$ cat src/rtl/dfpe_pkg.sv
package dfpe_pkg;
    typedef enum logic [1:0] {
        OP_SUB  = 2'd0,
        OP_MUL  = 2'd1,
        OP_DIV  = 2'd2,
        OP_PASS = 2'd3
    } dfpe_op_e;

    typedef enum logic [1:0] {
        ST_IDLE = 2'd0,
        ST_FIRE = 2'd1,
        ST_EMIT = 2'd2
    } dfpe_state_e;
endpackage

$ cat src/rtl/dfpe_alu.sv
module dfpe_alu
    import dfpe_pkg::*;
#(
    parameter int DW = 16
) (
    input  dfpe_op_e        op,
    input  logic [DW-1:0]   a,
    input  logic [DW-1:0]   b,
    output logic [DW-1:0]   y
);
    logic [2*DW-1:0] prod;

    always_comb begin
        prod = {{DW{1'b0}}, a} * {{DW{1'b0}}, b};
        unique case (op)
            OP_SUB:  y = a - b;
            OP_MUL:  y = prod[DW-1:0];
            OP_DIV:  y = (b == '0) ? '1 : a / b;
            default: y = a;
        endcase
    end
endmodule

$ cat src/rtl/dfpe_fifo.sv
module dfpe_fifo #(
    parameter int DEPTH = 8,
    parameter int W     = 3
) (
    input  logic         clk,
    input  logic         rst,
    input  logic         push,
    input  logic [W-1:0] push_data,
    input  logic         pop,
    output logic [W-1:0] head,
    output logic         empty,
    output logic         full
);
    localparam int AW = (DEPTH > 1) ? $clog2(DEPTH) : 1;
    localparam logic [AW:0]   FULL_C = (AW+1)'(DEPTH);
    localparam logic [AW-1:0] LAST_C = AW'(DEPTH - 1);

    logic [W-1:0]  slots [DEPTH];
    logic [AW-1:0] rd_ptr, wr_ptr;
    logic [AW:0]   cnt;

    assign head  = slots[rd_ptr];
    assign empty = (cnt == '0);
    assign full  = (cnt == FULL_C);

    always_ff @(posedge clk) begin
        if (rst) begin
            rd_ptr <= '0;
            wr_ptr <= '0;
            cnt    <= '0;
            for (int i = 0; i < DEPTH; i++) slots[i] <= '0;
        end else begin
            if (push && !full) begin
                slots[wr_ptr] <= push_data;
                wr_ptr <= (wr_ptr == LAST_C) ? '0 : wr_ptr + 1'b1;
            end
            if (pop && !empty)
                rd_ptr <= (rd_ptr == LAST_C) ? '0 : rd_ptr + 1'b1;
            unique case ({push && !full, pop && !empty})
                2'b10:   cnt <= cnt + 1'b1;
                2'b01:   cnt <= cnt - 1'b1;
                default: cnt <= cnt;
            endcase
        end
    end
endmodule

$ cat src/rtl/dfpe_edge_mem.sv
module dfpe_edge_mem #(
    parameter int EDGES = 16,
    parameter int NAW   = 3
) (
    input  logic                     clk,
    input  logic                     rst,
    input  logic                     we,
    input  logic [$clog2(EDGES)-1:0] waddr,
    input  logic [NAW-1:0]           wdest,
    input  logic                     wport,
    input  logic [$clog2(EDGES)-1:0] raddr,
    output logic [NAW-1:0]           rdest,
    output logic                     rport
);
    logic [NAW-1:0] dest_m [EDGES];
    logic           port_m [EDGES];

    assign rdest = dest_m[raddr];
    assign rport = port_m[raddr];

    always_ff @(posedge clk) begin
        if (rst) begin
            for (int i = 0; i < EDGES; i++) begin
                dest_m[i] <= '0;
                port_m[i] <= 1'b0;
            end
        end else if (we) begin
            dest_m[waddr] <= wdest;
            port_m[waddr] <= wport;
        end
    end
endmodule

$ cat src/rtl/dfpe_ctrl.sv
module dfpe_ctrl
    import dfpe_pkg::*;
#(
    parameter int DW    = 16,
    parameter int NODES = 8,
    parameter int EDGES = 16,
    parameter int CW    = 32,
    localparam int NAW  = $clog2(NODES),
    localparam int EAW  = $clog2(EDGES),
    localparam int ECW  = EAW + 1
) (
    input  logic           clk,
    input  logic           rst,
    input  logic           cfg_node_we,
    input  logic [NAW-1:0] cfg_node_idx,
    input  logic [1:0]     cfg_node_op,
    input  logic           cfg_node_two,
    input  logic [EAW-1:0] cfg_node_ebase,
    input  logic [ECW-1:0] cfg_node_ecnt,
    input  logic           cfg_edge_we,
    input  logic [EAW-1:0] cfg_edge_idx,
    input  logic [NAW-1:0] cfg_edge_dest,
    input  logic           cfg_edge_port,
    input  logic [CW-1:0]  fire_target,
    input  logic           in_valid,
    output logic           in_ready,
    input  logic [NAW-1:0] in_node,
    input  logic           in_port,
    input  logic [DW-1:0]  in_data,
    output logic           out_valid,
    input  logic           out_ready,
    output logic [NAW-1:0] out_node,
    output logic           out_port,
    output logic [DW-1:0]  out_data,
    output logic [CW-1:0]  busy_cycles,
    output logic           done
);
    localparam logic [CW-1:0]  C_ONE = 1;
    localparam logic [EAW-1:0] E_ONE = 1;
    localparam logic [ECW-1:0] R_ONE = 1;

    // node store
    dfpe_op_e       node_op    [NODES];
    logic           node_two   [NODES];
    logic [EAW-1:0] node_ebase [NODES];
    logic [ECW-1:0] node_ecnt  [NODES];
    logic [DW-1:0]  opnd_a     [NODES];
    logic [DW-1:0]  opnd_b     [NODES];
    logic [NODES-1:0] pres_a, pres_b;

    dfpe_state_e    state, state_nx;
    logic [NAW-1:0] cur_idx;
    logic [DW-1:0]  result_q;
    logic [EAW-1:0] eptr;
    logic [ECW-1:0] erem;
    logic [CW-1:0]  fired_cnt;
    logic           counting;

    logic           accept, push, pop, q_empty, q_full;
    logic [NAW-1:0] q_head;
    logic           a_now, b_now, was_ready, now_ready;
    logic [DW-1:0]  alu_b, alu_y;
    logic [NAW-1:0] edge_dest;
    logic           edge_port;

    // arrival and firing-rule evaluation
    always_comb begin
        accept    = in_valid && in_ready;
        a_now     = pres_a[in_node] || !in_port;
        b_now     = pres_b[in_node] || (in_port && node_two[in_node]);
        was_ready = node_two[in_node] ? (pres_a[in_node] && pres_b[in_node])
                                      : pres_a[in_node];
        now_ready = node_two[in_node] ? (a_now && b_now) : a_now;
        push      = accept && now_ready && !was_ready;
        pop       = (state == ST_IDLE) && !q_empty;
    end

    dfpe_fifo #(.DEPTH(NODES), .W(NAW)) ready_q_i (
        .clk(clk), .rst(rst),
        .push(push), .push_data(in_node),
        .pop(pop), .head(q_head),
        .empty(q_empty), .full(q_full)
    );

    dfpe_edge_mem #(.EDGES(EDGES), .NAW(NAW)) edge_mem_i (
        .clk(clk), .rst(rst),
        .we(cfg_edge_we), .waddr(cfg_edge_idx),
        .wdest(cfg_edge_dest), .wport(cfg_edge_port),
        .raddr(eptr), .rdest(edge_dest), .rport(edge_port)
    );

    assign alu_b = node_two[cur_idx] ? opnd_b[cur_idx] : '0;

    dfpe_alu #(.DW(DW)) alu_i (
        .op(node_op[cur_idx]), .a(opnd_a[cur_idx]), .b(alu_b), .y(alu_y)
    );

    // node store updates
    always_ff @(posedge clk) begin
        if (rst) begin
            pres_a <= '0;
            pres_b <= '0;
            for (int i = 0; i < NODES; i++) begin
                node_op[i]    <= OP_SUB;
                node_two[i]   <= 1'b0;
                node_ebase[i] <= '0;
                node_ecnt[i]  <= '0;
                opnd_a[i]     <= '0;
                opnd_b[i]     <= '0;
            end
        end else begin
            if (cfg_node_we) begin
                node_op[cfg_node_idx]    <= dfpe_op_e'(cfg_node_op);
                node_two[cfg_node_idx]   <= cfg_node_two;
                node_ebase[cfg_node_idx] <= cfg_node_ebase;
                node_ecnt[cfg_node_idx]  <= cfg_node_ecnt;
                pres_a[cfg_node_idx]     <= 1'b0;
                pres_b[cfg_node_idx]     <= 1'b0;
            end
            if (accept) begin
                if (!in_port) begin
                    opnd_a[in_node] <= in_data;
                    pres_a[in_node] <= 1'b1;
                end else if (node_two[in_node]) begin
                    opnd_b[in_node] <= in_data;
                    pres_b[in_node] <= 1'b1;
                end
            end
            if (state == ST_FIRE) begin
                pres_a[cur_idx] <= 1'b0;
                pres_b[cur_idx] <= 1'b0;
            end
        end
    end

    // state register
    always_ff @(posedge clk) begin
        if (rst) state <= ST_IDLE;
        else     state <= state_nx;
    end

    // next state: dispatch, fan out, retire, drain
    always_comb begin
        state_nx = state;
        unique case (state)
            ST_IDLE: if (!q_empty) state_nx = ST_FIRE;
            ST_FIRE: state_nx = (node_ecnt[cur_idx] == '0) ? ST_IDLE : ST_EMIT;
            ST_EMIT: if (out_ready && erem == R_ONE) state_nx = ST_IDLE;
            default: state_nx = ST_IDLE;
        endcase
    end

    // outputs
    always_comb begin
        in_ready  = 1'b1;
        out_valid = 1'b0;
        out_node  = edge_dest;
        out_port  = edge_port;
        out_data  = result_q;
        unique case (state)
            ST_IDLE: ;
            ST_FIRE: in_ready = 1'b0;
            ST_EMIT: out_valid = 1'b1;
            default: in_ready = 1'b0;
        endcase
    end

    // firing datapath and measurement
    always_ff @(posedge clk) begin
        if (rst) begin
            cur_idx     <= '0;
            result_q    <= '0;
            eptr        <= '0;
            erem        <= '0;
            fired_cnt   <= '0;
            counting    <= 1'b0;
            busy_cycles <= '0;
            done        <= 1'b0;
        end else begin
            if (pop) cur_idx <= q_head;
            if (state == ST_FIRE) begin
                result_q  <= alu_y;
                eptr      <= node_ebase[cur_idx];
                erem      <= node_ecnt[cur_idx];
                fired_cnt <= fired_cnt + C_ONE;
                if (fire_target != '0 && fired_cnt + C_ONE == fire_target)
                    done <= 1'b1;
            end
            if (state == ST_EMIT && out_ready) begin
                eptr <= eptr + E_ONE;
                erem <= erem - R_ONE;
            end
            if (accept) counting <= 1'b1;
            if (!done && (counting || accept)) busy_cycles <= busy_cycles + C_ONE;
        end
    end
endmodule

$ cat config.mk
export PLATFORM = sky130hd
export DESIGN_NAME = dfpe_ctrl
export DESIGN_NICKNAME = d
export VERILOG_FILES = /design/src/rtl/dfpe_pkg.sv /design/src/rtl/dfpe_alu.sv /design/src/rtl/dfpe_fifo.sv /design/src/rtl/dfpe_edge_mem.sv /design/src/rtl/dfpe_ctrl.sv
export SDC_FILE = /design/constraint.sdc
export NUM_CORES = 2
export LEC_CHECK = 0
export BUFFER_PORTS_ARGS = -buffer_cell sky130_fd_sc_hd__clkbuf_2
export CAP_MARGIN = 5
export CORE_MARGIN = 8
export CORE_UTILIZATION = 54
export CTS_CLUSTER_DIAMETER = 60
export DETAILED_ROUTE_END_ITERATION = 16
export GPL_TIMING_DRIVEN = 0
export PLACE_DENSITY = 0.78
export SETUP_SLACK_MARGIN = 0.5
export SLEW_MARGIN = 20
export SYNTH_ARGS = -nofsm -noshare
export SYNTH_HDL_FRONTEND = slang
export SYNTH_HIERARCHICAL = 1
export SYNTH_SLANG_ARGS = --single-unit
$ cat constraint.sdc
create_clock -name clk -period 38.5 [get_ports clk]
set_input_delay 3.85 -clock clk [delete_from_list [all_inputs] [get_ports clk]]
set_output_delay 3.85 -clock clk [all_outputs]
set_load 0.01 [all_outputs]
-- After elaboration in Yosys (flattened, before gate mapping)
Memories as Yosys holds them, arrays and structs flattened. A register that Yosys moved wholly into a read port is not among the register bits.
Index checks and enable logic that the tools add are counted.
- output and inout port bits: 55
- input port bits: 81
- bits in writable memories: 440
- memories: 9
- logic and storage cells: 196
- register bits after elaboration: 119
- memory list (name ; words ; bits a word ; read ports ; clocked after memory_dff ; write ports ; RTL line ; source):
    opnd_a ; 8 ; 16 ; 1 ; 0 ; 8 ; dfpe_ctrl.sv:47 ; logic [DW-1:0] opnd_a [NODES];
    opnd_b ; 8 ; 16 ; 1 ; 0 ; 8 ; dfpe_ctrl.sv:48 ; logic [DW-1:0] opnd_b [NODES];
    edge_mem_i.dest_m ; 16 ; 3 ; 1 ; 1 ; 16 ; dfpe_edge_mem.sv:15 ; logic [NAW-1:0] dest_m [EDGES];
    node_ecnt ; 8 ; 5 ; 1 ; 0 ; 8 ; dfpe_ctrl.sv:46 ; logic [ECW-1:0] node_ecnt [NODES];
    node_ebase ; 8 ; 4 ; 1 ; 0 ; 8 ; dfpe_ctrl.sv:45 ; logic [EAW-1:0] node_ebase [NODES];
    ready_q_i.slots ; 8 ; 3 ; 1 ; 1 ; 8 ; dfpe_fifo.sv:18 ; logic [W-1:0] slots [DEPTH];
    3 more memories ; -- ; -- ; -- ; -- ; -- ; -- ;
- multiplexer cells: 92
- $lt $le $gt $ge: 6
- reduce and logical (&&, ||, !) cells: 44
- $mul: 1
- equality and inequality tests: 13
- divide/modulo/power cells: 1
- bitwise logic cells: 8
- add/sub/neg operators: 9
- operator list (operator ; number):
    two-way mux 8 bit ; 13
    adder 32 x 1 -> 32 bit, second input constant ; 2
    two-way mux 16 bit ; 4
    case mux 16 bit (3 select lines) ; 1
    two-way mux 1 bit ; 40
    two-way mux 4 bit ; 9
    two-way mux 3 bit ; 11
    bitwise AND 8 bit ; 4
    == test 32 bit ; 1
    nonzero test 32 bit ; 1
    OR reduction 16 bit ; 2
    divider 16 x 16 -> 16 bit ; 1
    logical AND 1 bit ; 16
    zero test 16 bit ; 1
    multiplier 16 x 16 -> 16 bit ; 1
    inverter 8 bit ; 2
    bitwise OR 8 bit ; 2
    subtractor 16 bit ; 1
    two-way mux 5 bit ; 3
    < comparator 3 x 4 -> 1 bit, second input constant ; 3
    demux 1 bit (select 3 bit) ; 3
    >= comparator 3 x 1 -> 1 bit, second input constant ; 3
    adder 4 x 1 -> 4 bit, second input constant ; 2
    two-way mux 2 bit ; 4
    24 further kinds ; 44

-- Depth between registers and ports, before layout
- word-level depth: 15
- mapped depth: 147
- mapped depth without buffers: 129

-- Modules after synthesis
The synthesis kept the hierarchy.
- modules (own cells, without submodules) (module ; times used ; cells an instance ; seq. area each (um2) ; area each (um2)):
    dfpe_ctrl ; 1 ; 1747 ; 12872.3 ; 21846.0
    dfpe_alu ; 1 ; 1602 ; 0.0 ; 11886.4
    dfpe_edge_mem ; 1 ; 212 ; 1921.8 ; 3130.5
    dfpe_fifo ; 1 ; 151 ; 980.9 ; 1759.2

-- Worst setup path after synthesis
OpenSTA, ideal clock, no wires.
- kind: reg2reg
- start: register (tool-made name)
- end: register result_q[0] (netlist: out_data[0])
- path buffers: 19
- clock period less this slack: 28.324 ns
- slack: 10.176 ns
- arrival time: 28.192 ns
- cell stages (with the launch flop): 133
- setup time: 0.132 ns
- path through: dfxtp_1 clkbuf_1 buf_2 buf_2 buf_2 mux4_2 mux2i_1 nor2_1 nor3_1 and4_1 buf_2 and3_1 nor2_1 ha_1 o21a_1 o211ai_1 or4_1 o31ai_1 (+97 left out) o211ai_1 o211ai_1 a31oi_1 nor2b_1 o21a_1 clkbuf_1 mux2_2 ha_1 a21o_1 a21o_1 a21o_1 a21o_1 a21o_1 a21oi_1 o21a_1 o31ai_1 nand2_1 a21oi_1
- RTL lines (item ; RTL line ; source):
    end signal, assigned ; dfpe_ctrl.sv:182 ; result_q <= alu_y;
    end, declared ; dfpe_ctrl.sv:53 ; logic [DW-1:0] result_q;

==> impl_metrics.csv <==
group,metric,value,unit
worst_setup_path,r2r_cells,135,
clock_tree,clk_path_buf_depth,3,
timing,worstMarginPinSlew,1163,ps
detailed_routing,drc,0,
logic_synthesis,synth-seq-cells,568,
timing,finalSetupTns,0,ps
place,dp_hpwl,76000,um
worst_setup_path,startpoint_type,"flip-flop",
timing,maxSlewHeadroom,22.16,%
floorplanning,initial_core_util,54.31,%
timing,period_needed,35830,ps
logic_synthesis,yosys_warnings,6,
clock_tree,cts_setup_buffers,0,
detailed_routing,vias_per_cell,6.016,
clock_tree,clock_sinks,568,
place,globalplace.congestion,0.9504,
clock_tree,clk_pin_slew,60,ps
logic_synthesis,avgSynthCellArea,10.40,um2
logic_synthesis,synth_edf_count,440,
timing,finalSetupViolations,0,
worst_setup_path,rrSetupSlack,2670,ps
worst_setup_path,crit_buf_inv,20,
logic_synthesis,synth.most_common_cell,"and2_1",
worst_setup_path,worst_ep_arrival_time,36330,ps
worst_setup_path,slowest_delay,910,ps
grt,grt_pass1_wl,159100,um
place,port_buffers,133,
logic_synthesis,synthesis.area,38620,um2
timing,fmax,27.91,MHz
timing,skew,36.93,ps
worst_setup_path,cp_max_fo,10,
logic_synthesis,synth_top_area_cell,"edfxtp_1",
logic_synthesis,syn_nets,4098,
worst_setup_path,crit_family,"compound AO/OA/AOI/OAI gates",
clock_tree,ctsRootBufferMaster,"clkbuf_16",
worst_setup_path,worstSetupEndpointType,"flip-flop",
grt,grt_start_max_net_pins,22,
logic_synthesis,synth_top_area_share,34.21,%
floorplanning,ios,136,
clock_tree,clock_latency,630,ps
timing,rsz0062_at_grt,"false",
detailed_routing,first_pass_iters,5,
logic_synthesis,netlist_instances,3712,
grt,grt_usage,24.55,%
detailed_routing,num_vias,29489,
job,max_cap_viol_count,0,
clock_tree,cts_tree,"yes",
floorplanning,die_area,80340,um2
layout,drive_gt1_share,11.90,%
worst_setup_path,crit_required,39000,ps
worst_hold_path,min-delay-start,"out_data[13]$_SDFFE_PP0P_",
detailed_routing,antenna_left,0,
floorplanning,die_x,283.4,um
logic_synthesis,async_flop_share,0,%
logic_synthesis,synth_common_cells,"and2_1 (445), edfxtp_1 (440), nor2_1 (330)",
floorplanning,core,71120,um2
worst_setup_path,r2r-end,"out_data[0]$_SDFFE_PP0P_",
clock_tree,hold_buffers,0,
logic_synthesis,synth_seq_area_share,40.84,%
layout,final_nets,4291,
floorplanning,rows,98,
logic_synthesis,yosys-top-cells-area,"edfxtp_1 (34%), ha_1 (7.2%), and2_1 (7.2%)",
clock_tree,cts_made_buffers,58,
detailed_routing,drtIter0Drc,2509,
grt,grt_remaining_overflow,0,
detailed_routing,wl_per_cell,20.80,um
logic_synthesis,ys_types,104,
logic_synthesis,ys.flop_type,"edfxtp_1",
worst_hold_path,whs_path_depth,2,
timing,hold_viol_final,0,
detailed_routing,drt-total-wl,102000,um
grt,antenna_found_initial,6,
layout,area_growth,9.499,%
grt,grt_pass1_vias,29158,
clock_tree,cts_resized,0,
layout,postLayoutCoreUtil,59.47,%
timing,finalCritPeriodShare,93.06,%
floorplanning,fp.dieH,283.4,um
worst_hold_path,holdPathEnd,"out_data[13]$_SDFFE_PP0P_",
worst_setup_path,path_class,"flip-flop to flip-flop",
timing,maxSlewViolCount,0,
worst_hold_path,hp-class,"flip-flop to flip-flop",
run_status,outcome,"complete, no violations",
clock_tree,cts.htree.levels,2,
worst_setup_path,worst_path_max_delay_cell,"nor2_1",
[worst max-delay path by stage]
stage / start / slack, ps / to / cells after the start
floorplan: flip-flop / 10180 / out_data[0]$_SDFFE_PP0P_ / 132
global placement: flip-flop / 3230 / out_data[0]$_SDFFE_PP0P_ / 130
detailed placement: flip-flop / 3060 / out_data[0]$_SDFFE_PP0P_ / 130
CTS: flip-flop / 2990 / out_data[0]$_SDFFE_PP0P_ / 130
global route: flip-flop / 540 / out_data[0]$_SDFFE_PP0P_ / 134
finish: flip-flop / 2670 / out_data[0]$_SDFFE_PP0P_ / 135
[layout make-up]
cell class                      instances  area, um2
Sequential cell                       568      15780
Fill cell                            5798      28830
Tap cell                              950       1189
Inverter                              178      668.1
Multi-Input combinational cell       2780      21410
Clock inverter                         24      215.2
Buffer                                186      779.5
Clock buffer                           79       1582
Timing Repair Buffer                  133      665.6
Antenna cell                            4      10.01
[worst reg2reg max path: cells and delay by family, from the launching register on]
family | cells | cell delay [ps]
AO/OA/AOI/OAI | 71 | 16830
adder cells (fa/ha/maj) | 15 | 4680
buffers and inverters | 20 | 6730
flip-flops | 1 | 320
multiplexers | 5 | 1690
AND/OR/NAND/NOR | 24 | 5510
[metal layers]
layer  wire length [um]  global-route usage, %  share of wire (%)  up-vias
li1                   -                      -                  -    13686
met1              40850                  30.94                 40    14287
met2              48610                  41.32                 48     1244
met3               7922                  4.186                7.8      270
met4               4569                  11.05                4.5        2
met5                 13                      0              0.013        -
[flip-flops by register name, summed over array words and instances, names as in the netlist, 2 cells and up, named ones only]
signal,flops
ready_q_i/rd_ptr,3
out_data,16
busy_cycles,32
ready_q_i/cnt,4
pres_b,8
node_ecnt,40
ready_q_i/slots,24
edge_mem_i/dest_m,48
node_op,16
fired_cnt,32
edge_mem_i/port_m,16
erem,5
opnd_a,128
ready_q_i/wr_ptr,3
state,2
node_ebase,32
node_two,8
opnd_b,128
cur_idx,3
eptr,4
pres_a,8
[placed cells by master (no fill, tap or decap), drive strengths merged, types with 85 or more instances in the layout]
cell / n
and2: 446
mux4: 114
a21oi: 153
edfxtp: 440
inv: 181
o21ai: 85
clkbuf: 354
ha: 223
dfxtp: 128
xnor2: 131
nand2: 322
nor2: 331
[cell families (layout without fill, tap and decap cells)]
logic type      after synthesis  after routing  share of synthesized area (%)
simple gates               1499           1499                          19.99
flops                       568            568                          40.84
compound gates              550            550                          9.557
buf+inv                     364            600                          3.748
fa+ha+maj                   305            305                          11.47
xor+xnor                    213            213                          4.830
mux                         213            213                          9.554
other cells                   0              4                              0
[per-stage QoR]
step,setup slack [ps],hold slack [ps],cells,cell area [um2]
final,2670,453.4,4902,42290
after global placement,3227,440.3,4795,40480
after floorplan,10180,433.6,3712,38620
after global routing,537.6,479.6,4899,42280
after detailed placement,3064,446.1,4795,40480
after CTS,2985,453.6,4898,42270
Power is not shown: default switching activity piles up to over one toggle a cycle in this logic, so the estimate is an artifact.
